$ cat config.mk
export PLATFORM = sky130hd
export DESIGN_NAME = wdt_cause_top
export DESIGN_NICKNAME = d
export VERILOG_FILES = /design/src/rtl/wdt_cause_pkg.sv /design/src/rtl/wdt_cfg_regs.sv /design/src/rtl/wdt_down_counter.sv /design/src/rtl/wdt_cause_flags.sv /design/src/rtl/wdt_cause_top.sv
export SDC_FILE = /design/constraint.sdc
export NUM_CORES = 1
export LEC_CHECK = 0
export BUFFER_PORTS_ARGS = -buffer_cell sky130_fd_sc_hd__buf_2
export CAP_MARGIN = 20
export CORE_ASPECT_RATIO = 1.2
export CORE_MARGIN = 1
export CORE_UTILIZATION = 40
export DETAILED_ROUTE_END_ITERATION = 16
export PLACE_DENSITY = 0.63
export SETUP_SLACK_MARGIN = 0.15
export SKIP_CTS_REPAIR_TIMING = 1
export SLEW_MARGIN = 10
export SYNTH_ARGS = -nofsm -noshare
export SYNTH_HDL_FRONTEND = slang
export SYNTH_HIERARCHICAL = 1
export SYNTH_SLANG_ARGS = --single-unit
$ cat constraint.sdc
create_clock -name clk -period 1.9 [get_ports clk]
set_input_delay 0.57 -clock clk [delete_from_list [all_inputs] [get_ports clk]]
set_output_delay 0.57 -clock clk [all_outputs]
set_load 0.05 [all_outputs]
$ cat src/rtl/wdt_cause_pkg.sv
package wdt_cause_pkg;

  typedef enum logic [1:0] {
    SEL_TMO   = 2'd0,
    SEL_CAUSE = 2'd1,
    SEL_PWR   = 2'd2,
    SEL_NONE  = 2'd3
  } reg_sel_e;

  localparam int CAUSE_W   = 2;
  localparam int PWR_KEEP  = 3;   // stored power-control bits
  localparam int SVC_BIT   = 3;   // self-clearing service bit

  // Cause update: acknowledge clears, set events win over clears.
  function automatic logic [CAUSE_W-1:0] cause_next(
      input logic [CAUSE_W-1:0] cur,
      input logic [CAUSE_W-1:0] set,
      input logic [CAUSE_W-1:0] ack);
    return (cur & ~ack) | set;
  endfunction

  // Cycles from the arming edge to the expiry edge.
  function automatic int unsigned expire_cycles(input int unsigned t, input int unsigned pre);
    return t * pre;
  endfunction

endpackage

$ cat src/rtl/wdt_cfg_regs.sv
module wdt_cfg_regs
  import wdt_cause_pkg::*;
#(
  parameter int DATA_W = 8
) (
  input  logic              clk,
  input  logic              por_n,
  input  logic              wr_en,
  input  logic [1:0]        wr_sel,
  input  logic [DATA_W-1:0] wr_data,
  output logic [DATA_W-1:0] timeout,
  output logic [PWR_KEEP-1:0] pwr_bits,
  output logic              svc_pulse
);

  logic wr_tmo, wr_pwr;
  assign wr_tmo = wr_en && (reg_sel_e'(wr_sel) == SEL_TMO);
  assign wr_pwr = wr_en && (reg_sel_e'(wr_sel) == SEL_PWR);

  always_ff @(posedge clk or negedge por_n) begin
    if (!por_n) begin
      timeout   <= '0;
      pwr_bits  <= '0;
      svc_pulse <= 1'b0;
    end else begin
      if (wr_tmo) timeout <= wr_data;
      if (wr_pwr) pwr_bits <= wr_data[PWR_KEEP-1:0];
      svc_pulse <= wr_pwr && wr_data[SVC_BIT];
    end
  end

endmodule

$ cat src/rtl/wdt_down_counter.sv
module wdt_down_counter #(
  parameter int TMO_W    = 8,
  parameter int PRESCALE = 1024
) (
  input  logic             clk,
  input  logic             por_n,
  input  logic             trigger,
  input  logic             kick_eff,
  input  logic [TMO_W-1:0] timeout,
  output logic             armed,
  output logic             tick,
  output logic [TMO_W-1:0] count,
  output logic [TMO_W-1:0] latched,
  output logic             expire
);

  localparam int PRE_W = (PRESCALE > 2) ? $clog2(PRESCALE) : 1;
  localparam logic [PRE_W-1:0] PRE_LAST = PRE_W'(PRESCALE - 1);

  logic [PRE_W-1:0] pre;

  assign tick   = armed && (pre == PRE_LAST);
  assign expire = tick && (count == TMO_W'(1)) && !trigger && !kick_eff;

  always_ff @(posedge clk or negedge por_n) begin
    if (!por_n) begin
      armed   <= 1'b0;
      pre     <= '0;
      count   <= '0;
      latched <= '0;
    end else if (trigger) begin
      latched <= timeout;
      count   <= timeout;
      pre     <= '0;
      armed   <= (timeout != '0);
    end else if (armed && kick_eff) begin
      count <= latched;
      pre   <= '0;
    end else if (expire) begin
      armed <= 1'b0;
      pre   <= '0;
      count <= '0;
    end else if (tick) begin
      pre   <= '0;
      count <= count - TMO_W'(1);
    end else if (armed) begin
      pre <= pre + PRE_W'(1);
    end
  end

endmodule

$ cat src/rtl/wdt_cause_flags.sv
module wdt_cause_flags
  import wdt_cause_pkg::*;
(
  input  logic               clk,
  input  logic               por_n,
  input  logic               rtc_set,
  input  logic               expire,
  input  logic               ack_en,
  input  logic [CAUSE_W-1:0] ack_bits,
  output logic [CAUSE_W-1:0] cause
);

  logic [CAUSE_W-1:0] set_v, ack_v;
  assign set_v = expire ? {CAUSE_W{1'b1}} : {{(CAUSE_W-1){1'b0}}, rtc_set};
  assign ack_v = ack_en ? ack_bits : '0;

  always_ff @(posedge clk or negedge por_n) begin
    if (!por_n) cause <= '0;
    else        cause <= cause_next(cause, set_v, ack_v);
  end

endmodule

$ cat src/rtl/wdt_cause_top.sv
module wdt_cause_top
  import wdt_cause_pkg::*;
#(
  parameter int DATA_W   = 8,
  parameter int PRESCALE = 1024
) (
  input  logic              clk,
  input  logic              por_n,
  input  logic              wr_en,
  input  logic [1:0]        wr_sel,
  input  logic [DATA_W-1:0] wr_data,
  input  logic [1:0]        rd_sel,
  output logic [DATA_W-1:0] rd_data,
  input  logic              trigger,
  input  logic              kick,
  input  logic              rtc_restored,
  output logic              sys_rst_req
);

  logic [DATA_W-1:0]   timeout, count, latched;
  logic [PWR_KEEP-1:0] pwr_bits;
  logic                svc_pulse, kick_eff, armed, tick, expire, ack_en;
  logic [CAUSE_W-1:0]  cause;

  assign kick_eff = kick || svc_pulse;
  assign ack_en   = wr_en && (reg_sel_e'(wr_sel) == SEL_CAUSE);

  wdt_cfg_regs #(.DATA_W(DATA_W)) u_regs (
    .clk(clk), .por_n(por_n), .wr_en(wr_en), .wr_sel(wr_sel), .wr_data(wr_data),
    .timeout(timeout), .pwr_bits(pwr_bits), .svc_pulse(svc_pulse)
  );

  wdt_down_counter #(.TMO_W(DATA_W), .PRESCALE(PRESCALE)) u_cnt (
    .clk(clk), .por_n(por_n), .trigger(trigger), .kick_eff(kick_eff),
    .timeout(timeout), .armed(armed), .tick(tick), .count(count),
    .latched(latched), .expire(expire)
  );

  wdt_cause_flags u_cause (
    .clk(clk), .por_n(por_n), .rtc_set(rtc_restored), .expire(expire),
    .ack_en(ack_en), .ack_bits(wr_data[CAUSE_W-1:0]), .cause(cause)
  );

  always_ff @(posedge clk or negedge por_n) begin
    if (!por_n) sys_rst_req <= 1'b0;
    else        sys_rst_req <= expire;
  end

  always_comb begin
    unique case (reg_sel_e'(rd_sel))
      SEL_TMO:   rd_data = timeout;
      SEL_CAUSE: rd_data = {{(DATA_W-CAUSE_W){1'b0}}, cause};
      SEL_PWR:   rd_data = {{(DATA_W-PWR_KEEP){1'b0}}, pwr_bits};
      default:   rd_data = {DATA_W{1'b1}};
    endcase
  end

endmodule

# Yosys cells after proc, flatten, opt, wreduce, memory -nomap -nowiden

Index checks and enable logic that the tools add are counted.

Bits in registers: 42
Word-level logic and storage cells: 55
Bits of input ports: 18
Output and inout port bits: 9

Muxes and demuxes: 15
Bitwise operators: 3
Equal/unequal tests: 7
Reductions and logical operators: 19
Add/sub/neg operators: 2

Operators with widths:

| cell                                              | count |
|---|---|
| two-way mux 10 bit                                | 5 |
| two-way mux 8 bit                                 | 4 |
| one-hot mux 8 bit (3 select lines)                | 1 |
| adder 10 x 1 -> 10 bit (second input constant)    | 1 |
| == test 10 bit (second input constant)            | 1 |
| logical AND 1 bit                                 | 9 |
| == test 8 x 1 -> 1 bit (second input constant)    | 1 |
| nonzero test 8 bit                                | 1 |
| subtractor 8 x 1 -> 8 bit (second input constant) | 1 |
| nonzero test 5 bit                                | 1 |
| == test 2 x 1 -> 1 bit (second input constant)    | 2 |
| == test 2 bit (second input constant)             | 2 |
| logical NOT 2 bit                                 | 2 |
| two-way mux 2 bit                                 | 2 |
| nonzero test 4 bit                                | 1 |
| two-way mux 1 bit                                 | 3 |
| AND 2 bit                                         | 1 |
| logical NOT 1 bit                                 | 2 |
| inequality test 2 bit (second input constant)     | 1 |
| inverter 2 bit                                    | 1 |
| bitwise OR 2 bit                                  | 1 |
| AND reduction 2 bit                               | 1 |
| nonzero test 2 bit                                | 1 |
| logical OR 1 bit                                  | 1 |

# Longest topological paths before layout

Gate-level depths: netlist of the first run.

Depth in word-level cells: 8
Mapped depth: 6
Mapped depth without buffers: 6

# Cells and area by module

The synthesis of the first run kept the hierarchy.

By module, submodules not included:

| module           | cells an instance | instances | sequential area each (um^2) | area each (um^2) |
|---|---|---|---|---|
| wdt_down_counter | 154               | 1         | 675.6                       | 1586.5 |
| wdt_cfg_regs     | 27                | 1         | 300.3                       | 457.9 |
| wdt_cause_top    | 24                | 1         | 25.0                        | 193.9 |
| wdt_cause_flags  | 6                 | 1         | 50.0                        | 73.8 |

# Least setup slack after synthesis of the first run

OpenSTA, ideal clock, no wires.

Kind: input to output
Start point: input port rd_sel[0]
End point: output port rd_data[3]
Setup slack: -116 ps
Stages: 5
Required time: 1330 ps
Arrival: 1446 ps
Buffers on the path: 1
Path through: inv_1 ha_1 buf_6 nor2_2 a21o_1

Word-level cells in the longest chain between the ends: 2
Elaborated cells between the ends (all ways): 4
Classes of those cells: 2 x eq/ne; 1 x mux; 1 x reduce/logical

RTL lines:

| what                                        | RTL line            | text |
|---|---|---|
| start: declaration                          | wdt_cause_top.sv:12 | `input logic [1:0] rd_sel,` |
| == test 2 bit, or another cell as far along | wdt_cause_top.sv:50 | `unique case (reg_sel_e'(rd_sel))` |
| one-hot mux 8 bit (3 select lines) (*)      | wdt_cause_top.sv:50 |  |
| end: declaration                            | wdt_cause_top.sv:13 | `output logic [DATA_W-1:0] rd_data,` |

Mark *: on every way between the ends. The rest lies on a longest branch, timed or not.

# Final worst setup path of the first run

Start point: input port rd_sel[0]
End point: output port rd_data[2]

Same word-level chain as after synthesis.

==> key figures, run 1 <==
Status
  • Status: complete, but fails checks
  • Failing checks: negative setup slack

Timing
  • Period Utilization, post-route: 1.04
  • Final TNS setup: -0.126 ns
  • Slew Limit Fails: 0
  • Setup ws final: -0.0778 ns
  • Final setup viols: 8
  • Worst Skew: about 0.0052 ns
  • Unrepaired setup endpoints after global routing: true
  • Fmax: 0.506 GHz
  • Worst-Margin Slew: 0.482 ns
  • Clock period minus worst slack: 1.98 ns
  • Max transition margin: 0.679
  • Final Hold Viols: 0

Detailed routing
  • Vias: 1770
  • Detailed Route WL: between 5000 and 6000 um
  • 1st-iter DRT viols: 83
  • # DRC: 0
  • Drt wl/cell: 16.2 um
  • Routed vias/inst: 5.69
  • Drt first pass iters: 4
  • Post-DRT Antenna Nets: 0

Placement
  • Port Buffers: 26
  • Placer Congestion: 0.851
  • DP Area: 2630 sq um
  • Detail Placement HPWL: 3550 um

Floorplanning
  • Io pins: 27
  • Initial Utilization: 0.425
  • Die Wd: 71.4 um
  • Die area: about 6000 sq um
  • Row cnt: 29
  • Core region area: 5440 sq um
  • Die Span Y: 85.3 um

Worst setup path
  • CP Launch Type: input port
  • Worst Setup Path Type: in2out
  • Crit end category: output port
  • Crit path launch: rd_sel[0]
  • FF-to-FF End: u_cnt/count[2]
  • Reg2reg start: u_cnt/count[0]
  • CP Data Required Time: around 1.3 ns
  • Worst R2R Path Depth: 5
  • R2R setup slack: 0.24 ns
  • CP Data Arrival Time: 1.41 ns
  • Destination of the critical timing path: rd_data[2]
  • CP max FO: 3

Logic synthesis
  • Seq cells post-synth: 42
  • Syn Area/Cell: around 11 sq um
  • Synthesized Nets: 236
  • Synth area leader: dfrtp_1
  • Synth top cells by count: dfrtp_1 (42), mux2_2 (19), nand2_1 (12), nor2_1 (12)
  • Synth Area in Adders: 0.0379
  • Ys flop type: dfrtp_1
  • Post-synth EDFFs: 0
  • Main combinational cell family by area after synthesis: simple AND/OR/NAND/NOR gates
  • Synth warnings: 6
  • Mapped Area: 2310 sq um
  • Top cells by area, synth: dfrtp_1 (45%), mux2_2 (9.3%), ha_1 (3.8%), a22oi_1 (3.2%), a21o_1 (2.6%)
  • Most numerous cell in the Yosys netlist: dfrtp_1
  • Synth Area in Simple Gates: 0.192
  • Post-Synthesis Cells: 211
  • Synth Area in Compound Gates: 0.163
  • Post-synth cell types: a little over 50
  • Mux contribution to synthesized area: 0.101
  • Post-synthesis xor/xnor area fraction: 0.0189
  • Synth top area share: 0.455
  • Asr flop ratio synth: 1.00
  • Sequential fraction of the synthesis area: 0.455

CTS
  • Clock buffer depth: 2
  • H-tree levels: 2
  • TritonCTS clock tree: yes
  • Total CTS buffers: 5
  • Clock root cell: clkbuf_8
  • Clk slew on worst S/H paths: roughly 0.080 ns
  • Sink Count: 42
  • Clk Latency, worst-skew pair: around 0.29 ns

Global route
  • Global route total overflow: 0
  • Initial antenna violation count: 0
  • First-pass GRT wire length: 8450 um
  • Vias in the first global route: 1749
  • Largest net degree at the start of global routing: 35
  • Aggregate global-route resource usage: 0.177

Layout
  • P&R area growth vs syn: 25.1%
  • Util after Layout: 0.531
  • Filler Cell Count: 473
  • Layout cells sized above 1: 0.398
  • Diode count: 0
  • Final non-filler cell area: 2890 sq um
  • Final nets: 273

Power
  • NetSw: 794 uW
  • Sw frac: 0.295
  • Comb power frac: 0.238
  • Register share of total power: 0.436
  • Post-layout total power: about 2700 uW
  • Max VDD drop: 0.000549 V
  • Pint: 1900 uW
  • Pleak: roughly 0.0012 uW
  • Clock group share of total power: 0.325
  • PD cells: around 930 nW/um^2

Flow run
  • Max_cap viols: 0

Worst hold path
  • Hold WC Path Type: in2async
cells in the final DEF, fill, tap and decap left out, types with 2 or more instances in the layout:
cell / count
nand2_1: 10
nand4_1: 6
xor2_1: 5
a22oi_1: 9
and4_2: 2
mux2i_1: 2
buf_8: 4
ha_1: 4
nand2_2: 2
a31oi_1: 2
or4_1: 2
o211ai_1: 3
nor3_1: 2
buf_12: 2
clkbuf_8: 6
buf_4: 10
nor4_1: 2
a21o_1: 3
inv_1: 5
ha_4: 2
buf_6: 4
nand3_1: 7
nor4b_1: 2
dfrtp_1: 42
or2_2: 2
bufinv_16: 2
a21o_2: 5
nor3_2: 3
o21ai_0: 10
nor2_1: 12
inv_2: 2
mux2_2: 19
nand3b_1: 3
buf_2: 16
a21oi_1: 7
metrics by stage:
stage	hold slack, ns	std cells	setup WS (ns)
2_1_floorplan	0.274	211	0.0271
3_3_place_gp	0.449	303	-0.219
3_5_place_dp	0.447	303	-0.236
4_1_cts	0.125	311	-0.238
5_1_grt	0.127	311	-0.0878
6_report	0.124	311	-0.0778
kinds of logic after synthesis:
kind of cell    count (synthesis)
flops                          42
compound gates                 51
buf+inv                        16
mux                            21
fa+ha+maj                       7
simple gates                   69
xor+xnor                        5
layer usage:
metal  vias to the layer above  GRT usage  routed length [um]
met3                         9     0.0333                 163
met1                       863      0.230                2330
met4                         0     0.0691                 102
li1                        865          -                   -
met5                         -          0                   0
met2                        33      0.289                2430
worst max-delay path, stage by stage:
cell	delay (ns)
buf_8	0.09
inv_8	0.03
ha_4	0.15
a221o_2	0.40
buf_8	0.16
sequential cells by signal, summed over array words and instances (netlist names):
name	flops
u_regs/svc_pulse	1
sys_rst_req	1
u_cnt/count	8
u_cnt/armed	1
u_cnt/latched	8
u_cnt/pre	10
u_regs/pwr_bits	3
u_cause/cause	2
u_regs/timeout	8
power by group through the flow:
stage / Combinational (uW) / Clock (uW) / Sequential [uW]
finish: 642 / 876 / 1180
global route: 702 / 924 / 1200
CTS: 587 / 896 / 1170
detailed placement: 580 / 0 / 1180
global placement: 572 / 0 / 1180
floorplan: 448 / 0 / 1140
cell type report:
cell class	instances	area (sq um)	share of cell area
multi-input cells	153	1260	0.436
well taps	62	77.6	0.0268
repair buffers	37	308	0.106
flip-flops and latches	42	1050	0.363
clock inverters	2	60.1	0.0208
inverters	9	53.8	0.0186
clock buffers	6	82.6	0.0285
worst min-delay path by stage:
stage | endpoint | slack, ns
after floorplan | sys_rst_req | 0.27
after global placement | u_cnt/pre[4] | 0.45
after detailed placement | u_cnt/pre[4] | 0.45
after CTS | u_cnt/pre[4] | 0.13
after global routing | u_cnt/pre[4] | 0.13
final | u_cnt/pre[4] | 0.12
(Power assumes the default switching activity.)
==> run 2: changes to the inputs <==
--- a/config.mk
+++ b/config.mk
@@ -5,11 +5,13 @@
 export SDC_FILE = /design/constraint.sdc
 export NUM_CORES = 1
 export LEC_CHECK = 0
+export ABC_AREA = 1
 export BUFFER_PORTS_ARGS = -buffer_cell sky130_fd_sc_hd__buf_2
 export CAP_MARGIN = 20
 export CORE_ASPECT_RATIO = 1.2
-export CORE_MARGIN = 1
+export CORE_MARGIN = 4
 export CORE_UTILIZATION = 40
+export CTS_CLUSTER_DIAMETER = 30
 export DETAILED_ROUTE_END_ITERATION = 16
 export PLACE_DENSITY = 0.63
 export SETUP_SLACK_MARGIN = 0.15
==> key figures, run 2 <==
Timing
  • Final TNS setup: -0.898 ns (-0.771 ns)
  • Worst-Margin Slew: 0.368 ns (-0.114 ns)
  • Unrepaired setup endpoints after global routing: true
  • Fmax: 0.482 GHz (-4.7%)
  • Clock period minus worst slack: 2.08 ns (+0.0973 ns)
  • Period Utilization, post-route: 1.09 (+0.0512)
  • Final setup viols: 8 (unchanged)
  • Setup ws final: -0.175 ns (-0.0973 ns)
  • Final Hold Viols: 0 (unchanged)
  • Slew Limit Fails: 0 (unchanged)
  • Max transition margin: 0.752 (+0.0738)
  • Worst Skew: 0.00788 ns (+0.00268 ns)

Detailed routing
  • Drt first pass iters: 4 (unchanged)
  • Routed vias/inst: 4.92 (-14%)
  • 1st-iter DRT viols: 69 (-17%)
  • Post-DRT Antenna Nets: 0 (unchanged)
  • # DRC: 0 (unchanged)
  • Detailed Route WL: 5120 um (+1.9%)
  • Vias: 2040 (+15%)
  • Drt wl/cell: 12.3 um (-24%)

Logic synthesis
  • Asr flop ratio synth: 1.00 (unchanged)
  • Mapped Area: 2330 sq um (+0.97%)
  • Sequential fraction of the synthesis area: 0.450 (-0.00438)
  • Synth area leader: dfrtp_1
  • Most numerous cell in the Yosys netlist: nand2_1
  • Syn Area/Cell: 7.83 sq um (-29%)
  • Synth top cells by count: nand2_1 (81), dfrtp_1 (42), nor2_1 (33)
  • Synth top area share: 0.450 (-0.00438)
  • Post-synth EDFFs: 0 (unchanged)
  • Seq cells post-synth: 42 (unchanged)
  • Post-synth cell types: 32 (-37%)
  • Ys flop type: dfrtp_1
  • Top cells by area, synth: dfrtp_1 (45%), nand2_1 (13%), nor2_1 (5.3%), inv_1 (4.8%), ha_1 (3.8%)
  • Synthesized Nets: 323 (+37%)
  • Synth warnings: 6 (unchanged)
  • Post-Synthesis Cells: 298 (+41%)

Layout
  • Util after Layout: 0.526 (-0.00567)
  • Diode count: 0 (unchanged)
  • Layout cells sized above 1: 0.251 (-0.147)
  • Most flops, register: u_cnt/pre
  • Seq. cell area: 1050 sq um (unchanged)
  • Final nets: 359 (+32%)
  • Max reg flops: 10 (unchanged)
  • Filler Cell Count: 543 (+15%)
  • P&R area growth vs syn: 27.7%
  • Most frequent cells in the layout: nand2_1 (69), dfrtp_1 (42), nor2_1 (33)
  • Multi-input logic area: 1260 sq um (about the same)
  • Most common cell after layout, fill and taps aside: nand2_1

Worst setup path
  • Worst R2R Path Depth: 6 (+1)
  • CP Data Arrival Time: 1.51 ns (+0.10 ns)
  • Reg2reg start: u_regs/svc_pulse
  • Worst Setup Path Type: in2out
  • CP Launch Type: input port
  • CP Cell Sequence: buf_8, inv_8, ha_4, or2_4, nand2_8, buf_8
  • Worst stage delay on the critical path: 0.36 ns (-0.04 ns)
  • R2R setup slack: 0.29 ns (+0.05 ns)
  • Crit end category: output port
  • FF-to-FF End: u_cnt/pre[8]
  • Critical path's most frequent cell: buf_8
  • CP max FO: 5 (+2)
  • Critical-path top delay cell: or2_4
  • CP Data Required Time: 1.33 ns (about the same)

CTS
  • Total CTS buffers: 5 (unchanged)
  • Clock buffer depth: 2 (unchanged)
  • H-tree levels: 2 (unchanged)
  • Clk Latency, worst-skew pair: 0.30 ns (about the same)
  • Clk slew on worst S/H paths: 0.09 ns (about the same)
  • Sink Count: 42 (unchanged)
  • Clock root cell: clkbuf_8
  • TritonCTS clock tree: yes

Power
  • Comb power frac: 0.297 (+0.059)
  • Sw frac: 0.354 (+0.0592)
  • Pleak: 0.00140 uW (+12%)
  • NetSw: 861 uW (+8.4%)
  • Max VDD drop: 0.000490 V (-11%)
  • Pint: 1570 uW (-17%)
  • Clock group share of total power: 0.241 (-0.084)
  • Register share of total power: 0.462 (+0.026)
  • PD cells: 816 nW/um^2 (-12%)

Placement
  • Post-Place Worst Slack: -0.365 ns (-0.129 ns)
  • Placer Congestion: 0.815 (-4.2%)
  • Detail Placement HPWL: 3660 um (+3.0%)
  • Port Buffers: 26 (unchanged)

Worst hold path
  • Hold WC Path Type: in2async

Flow run
  • Max_cap viols: 0 (unchanged)

Floorplanning
  • Die area: 7130 sq um (+17%)
  • Row cnt: 30 (+3.4%)
  • Die Span Y: 91.7 um (+7.5%)
  • Initial Utilization: 0.412 (-0.0129)
  • Io pins: 27 (unchanged)
  • Core region area: 5670 sq um (+4.1%)
  • Die Wd: 77.7 um (+8.9%)

Global route
  • First-pass GRT wire length: 9010 um (+6.6%)
  • Initial antenna violation count: 0 (unchanged)
  • Vias in the first global route: 2084 (+19%)
  • Aggregate global-route resource usage: 0.153 (-0.0234)
  • Largest net degree at the start of global routing: 43 (+23%)
  • Global route total overflow: 0 (unchanged)

Status
  • Failing checks: negative setup slack
  • Status: complete, but fails checks
## run 2: changes by cell type in the layout (fill, tap and decap cells not counted), moves of 6 or more
cell,previous run,this run
a21oi_1,7,13
nand2_1,10,69
inv_1,5,27
nand3_1,7,17
a22oi_1,9,0
nor2_1,12,33
mux2_2,19,0
nand4_1,6,12
nand2_2,2,8
nor2_2,1,8
o31ai_1,0,8
## run 2: area by class of cell
cell class                      count  share of cell area
Timing Repair Buffer               37               0.113
Sequential cell                    42               0.353
Clock inverter                      3             0.00714
Multi-Input combinational cell    216               0.423
Inverter                           32              0.0470
Clock buffer                        5              0.0231
Tap cell                           80              0.0336
## run 2: cell families after synthesis
| family | synth area share |
|---|---|
| buffers and inverters | 0.0782 |
| AOI/OAI and AO/OA | 0.103 |
| adders and majority gates | 0.0375 |
| and+or+nand+nor | 0.316 |
| xor gates and xnor gates | 0.0150 |
| DFF | 0.450 |
## run 2: worst max path at each step
stage	cells after the start	to	from	slack (ns)
detailed placement	6	rd_data[6]	rd_sel[1]	-0.37
global route	6	rd_data[6]	rd_sel[0]	-0.19
CTS	6	rd_data[6]	rd_sel[1]	-0.37
floorplan	5	rd_data[3]	rd_sel[1]	-0.01
global placement	6	rd_data[3]	rd_sel[1]	-0.36
finish	6	rd_data[6]	rd_sel[0]	-0.18
## run 2: power by group through the flow
| stage | registers (uW) | clock network, uW | logic, uW |
|---|---|---|---|
| after floorplan | 1110 | 0 | 511 |
| after global placement | 1140 | 0 | 647 |
| after global routing | 1140 | 631 | 813 |
| after CTS | 1120 | 605 | 663 |
| final | 1120 | 586 | 724 |
| after detailed placement | 1140 | 0 | 659 |
## run 2: per-layer routing
layer | up-vias | GRT usage | wire length [um]
met2 | 39 | 0.271 | 2550
met1 | 955 | 0.186 | 2280
met3 | 9 | 0.0236 | 188
met5 | - | 0 | 0
met4 | 0 | 0.0564 | 102
li1 | 1037 | - | -
## run 2: critical path, delay by kind of cell
family	cells	cell delay (ns)
buffers and inverters	3	0.30
and+or+nand+nor	2	0.45
adders and majority gates	1	0.19
## run 2: metrics by stage
step	hold WS, ns	power, uW	instance area [sq um]	instances
3_5_place_dp	0.458	1800	2720	407
4_1_cts	0.230	2390	2810	415
5_1_grt	0.238	2590	2980	415
6_report	0.226	2430	2980	415
3_3_place_gp	0.457	1780	2720	407
2_1_floorplan	0.274	1620	2460	298
==> run 3: changes to the inputs <==
--- a/config.mk
+++ b/config.mk
@@ -13,10 +13,9 @@
 export CORE_UTILIZATION = 40
 export CTS_CLUSTER_DIAMETER = 30
 export DETAILED_ROUTE_END_ITERATION = 16
-export PLACE_DENSITY = 0.63
 export SETUP_SLACK_MARGIN = 0.15
 export SKIP_CTS_REPAIR_TIMING = 1
-export SLEW_MARGIN = 10
+export SLEW_MARGIN = 20
 export SYNTH_ARGS = -nofsm -noshare
 export SYNTH_HDL_FRONTEND = slang
 export SYNTH_HIERARCHICAL = 1
==> key figures, run 3 (synthesis results as in run 2) <==
Timing
  • Worst hold slack: 0.191 ns (-0.0347 ns)
  • Final Hold Viols: 0 (unchanged)
  • Unrepaired setup endpoints after global routing: true
  • Final setup viols: 7 (-1)
  • Period Utilization, post-route: 1.09 (-0.00588)
  • Setup ws final: -0.164 ns (+0.0112 ns)
  • Worst-Margin Slew: 0.396 ns (+0.0280 ns)
  • Max transition margin: 0.736 (-0.0164)
  • Worst Skew: 0.00686 ns (-0.00102 ns)
  • Fmax: 0.485 GHz (+0.54%)
  • Slew Limit Fails: 0 (unchanged)
  • Clock period minus worst slack: 2.06 ns (-0.0112 ns)

Placement
  • DP Area: 2710 sq um (-0.28%)
  • Detail Placement HPWL: 3690 um (+0.80%)
  • Placer Congestion: 0.821 (+0.77%)
  • Post-Place Worst Slack: -0.367 ns (-0.00160 ns)
  • Port Buffers: 26 (unchanged)

Worst setup path
  • FF-to-FF End: u_cnt/pre[8]
  • Destination of the critical timing path: rd_data[4]
  • Critical path's most frequent cell: buf_8
  • CP Cell Sequence: buf_8, inv_8, ha_4, or2_4, nand2_8, buf_8
  • Crit end category: output port
  • Critical-path top delay cell: or2_4
  • R2R setup slack: 0.24 ns (-0.05 ns)
  • CP Data Required Time: 1.33 ns (about the same)
  • Worst R2R Path Depth: 6 (unchanged)
  • Reg2reg start: u_regs/svc_pulse
  • Worst Setup Path Type: in2out
  • Worst stage delay on the critical path: 0.36 ns (about the same)
  • CP max FO: 5 (unchanged)
  • Crit path launch: rd_sel[0]
  • CP Launch Type: input port
  • CP Data Arrival Time: 1.49 ns (-0.02 ns)

Status
  • Status: complete, but fails checks
  • Failing checks: negative setup slack

Layout
  • Most frequent cells in the layout: nand2_1 (71), dfrtp_1 (42), nor2_1 (33)
  • Most common cell after layout, fill and taps aside: nand2_1
  • Max reg flops: 10 (unchanged)
  • P&R area growth vs syn: 26.5%
  • Diode count: 0 (unchanged)
  • Util after Layout: 0.521 (-0.00486)
  • Layout cells sized above 1: 0.237 (-0.0135)
  • Final non-filler cell area: 2950 sq um (-0.92%)
  • Most flops, register: u_cnt/pre
  • Final nets: 358 (-0.28%)
  • Filler Cell Count: 536 (-1.3%)
  • Multi-input logic area: 1260 sq um (-0.40%)
  • Seq. cell area: 1050 sq um (unchanged)

CTS
  • Clock root cell: clkbuf_8
  • TritonCTS clock tree: yes
  • Sink Count: 42 (unchanged)
  • H-tree levels: 2 (unchanged)
  • Clk Latency, worst-skew pair: 0.29 ns (about the same)
  • Clk slew on worst S/H paths: 0.08 ns (about the same)
  • Total CTS buffers: 5 (unchanged)
  • Clock buffer depth: 2 (unchanged)

Power
  • PD cells: 808 nW/um^2 (-0.99%)
  • Pleak: 0.00139 uW (-0.53%)
  • Max VDD drop: 0.000371 V (-24%)
  • Post-layout total power: 2390 uW (-1.9%)

Global route
  • Largest net degree at the start of global routing: 27 (-37%)
  • First-pass GRT wire length: 8640 um (-4.1%)
  • Initial antenna violation count: 0 (unchanged)
  • Global route total overflow: 0 (unchanged)
  • Aggregate global-route resource usage: 0.149 (-0.00453)
  • Vias in the first global route: 2009 (-3.6%)

Floorplanning
  • Core region area: 5670 sq um (unchanged)
  • Initial Utilization: 0.412 (unchanged)
  • Die Wd: 77.7 um (unchanged)
  • Row cnt: 30 (unchanged)
  • Die area: 7130 sq um (unchanged)
  • Io pins: 27 (unchanged)
  • Die Span Y: 91.7 um (unchanged)

Worst hold path
  • Hold WC Path Type: in2async

Detailed routing
  • Detailed Route WL: 5020 um (-2.0%)
  • Post-DRT Antenna Nets: 0 (unchanged)
  • Routed vias/inst: 4.85 (-1.4%)
  • # DRC: 0 (unchanged)
  • Vias: 2001 (-1.9%)
  • 1st-iter DRT viols: 56 (-19%)
  • Drt first pass iters: 4 (unchanged)
  • Drt wl/cell: 12.2 um (-1.5%)

Flow run
  • Max_cap viols: 0 (unchanged)
==> run 3: changes by cell type in the layout (fill, tap and decap cells not counted), sizes merged <==
| cell | delta |
|---|---|
| buf | -1 |
| clkinvlp | -1 |
==> run 3: layer usage <==
metal | wire [um] | vias up | global-route usage
met5 | 0 | - | 0
met4 | 96 | 0 | 0.0564
met3 | 230 | 8 | 0.0295
met1 | 2280 | 913 | 0.183
met2 | 2410 | 40 | 0.254
li1 | - | 1040 | -
==> run 3: final cells by class <==
type / count / area share
Clock buffer: 5 / 0.0233
Clock inverter: 2 / 0.00339
Inverter: 32 / 0.0475
Multi-Input combinational cell: 216 / 0.425
Sequential cell: 42 / 0.356
Tap cell: 80 / 0.0339
Timing Repair Buffer: 36 / 0.111
==> run 3: worst min-delay path by stage <==
stage	cells past startpoint	slack [ns]	start	to
6_report	1	0.19	por_n	u_cnt/pre[5]
5_1_grt	1	0.21	por_n	u_cnt/pre[5]
4_1_cts	1	0.19	por_n	u_cnt/pre[6]
3_5_place_dp	2	0.46	u_regs/pwr_bits[0]	u_regs/pwr_bits[0]
3_3_place_gp	2	0.46	u_regs/pwr_bits[1]	u_regs/pwr_bits[1]
2_1_floorplan	0	0.27	por_n	sys_rst_req
==> run 3: metrics by stage <==
step | TNS [ns] | instances
after global placement | -2.63 | 406
final | -0.842 | 413
after global routing | -1.04 | 413
after detailed placement | -2.60 | 406
after floorplan | -0.0639 | 298
after CTS | -2.45 | 413
==> run 3: report_power, final <==
part	internal [uW]	switching, uW	total (uW)
clock	247	297	544
sequential	1020	101	1120
combinational	290	431	721
==> run 3: critical path: cells and delay by family <==
| kind | cells | cell delay (ns) |
|---|---|---|
| buffers and inverters | 3 | 0.28 |
| and+or+nand+nor | 2 | 0.45 |
| adders and majority gates | 1 | 0.19 |
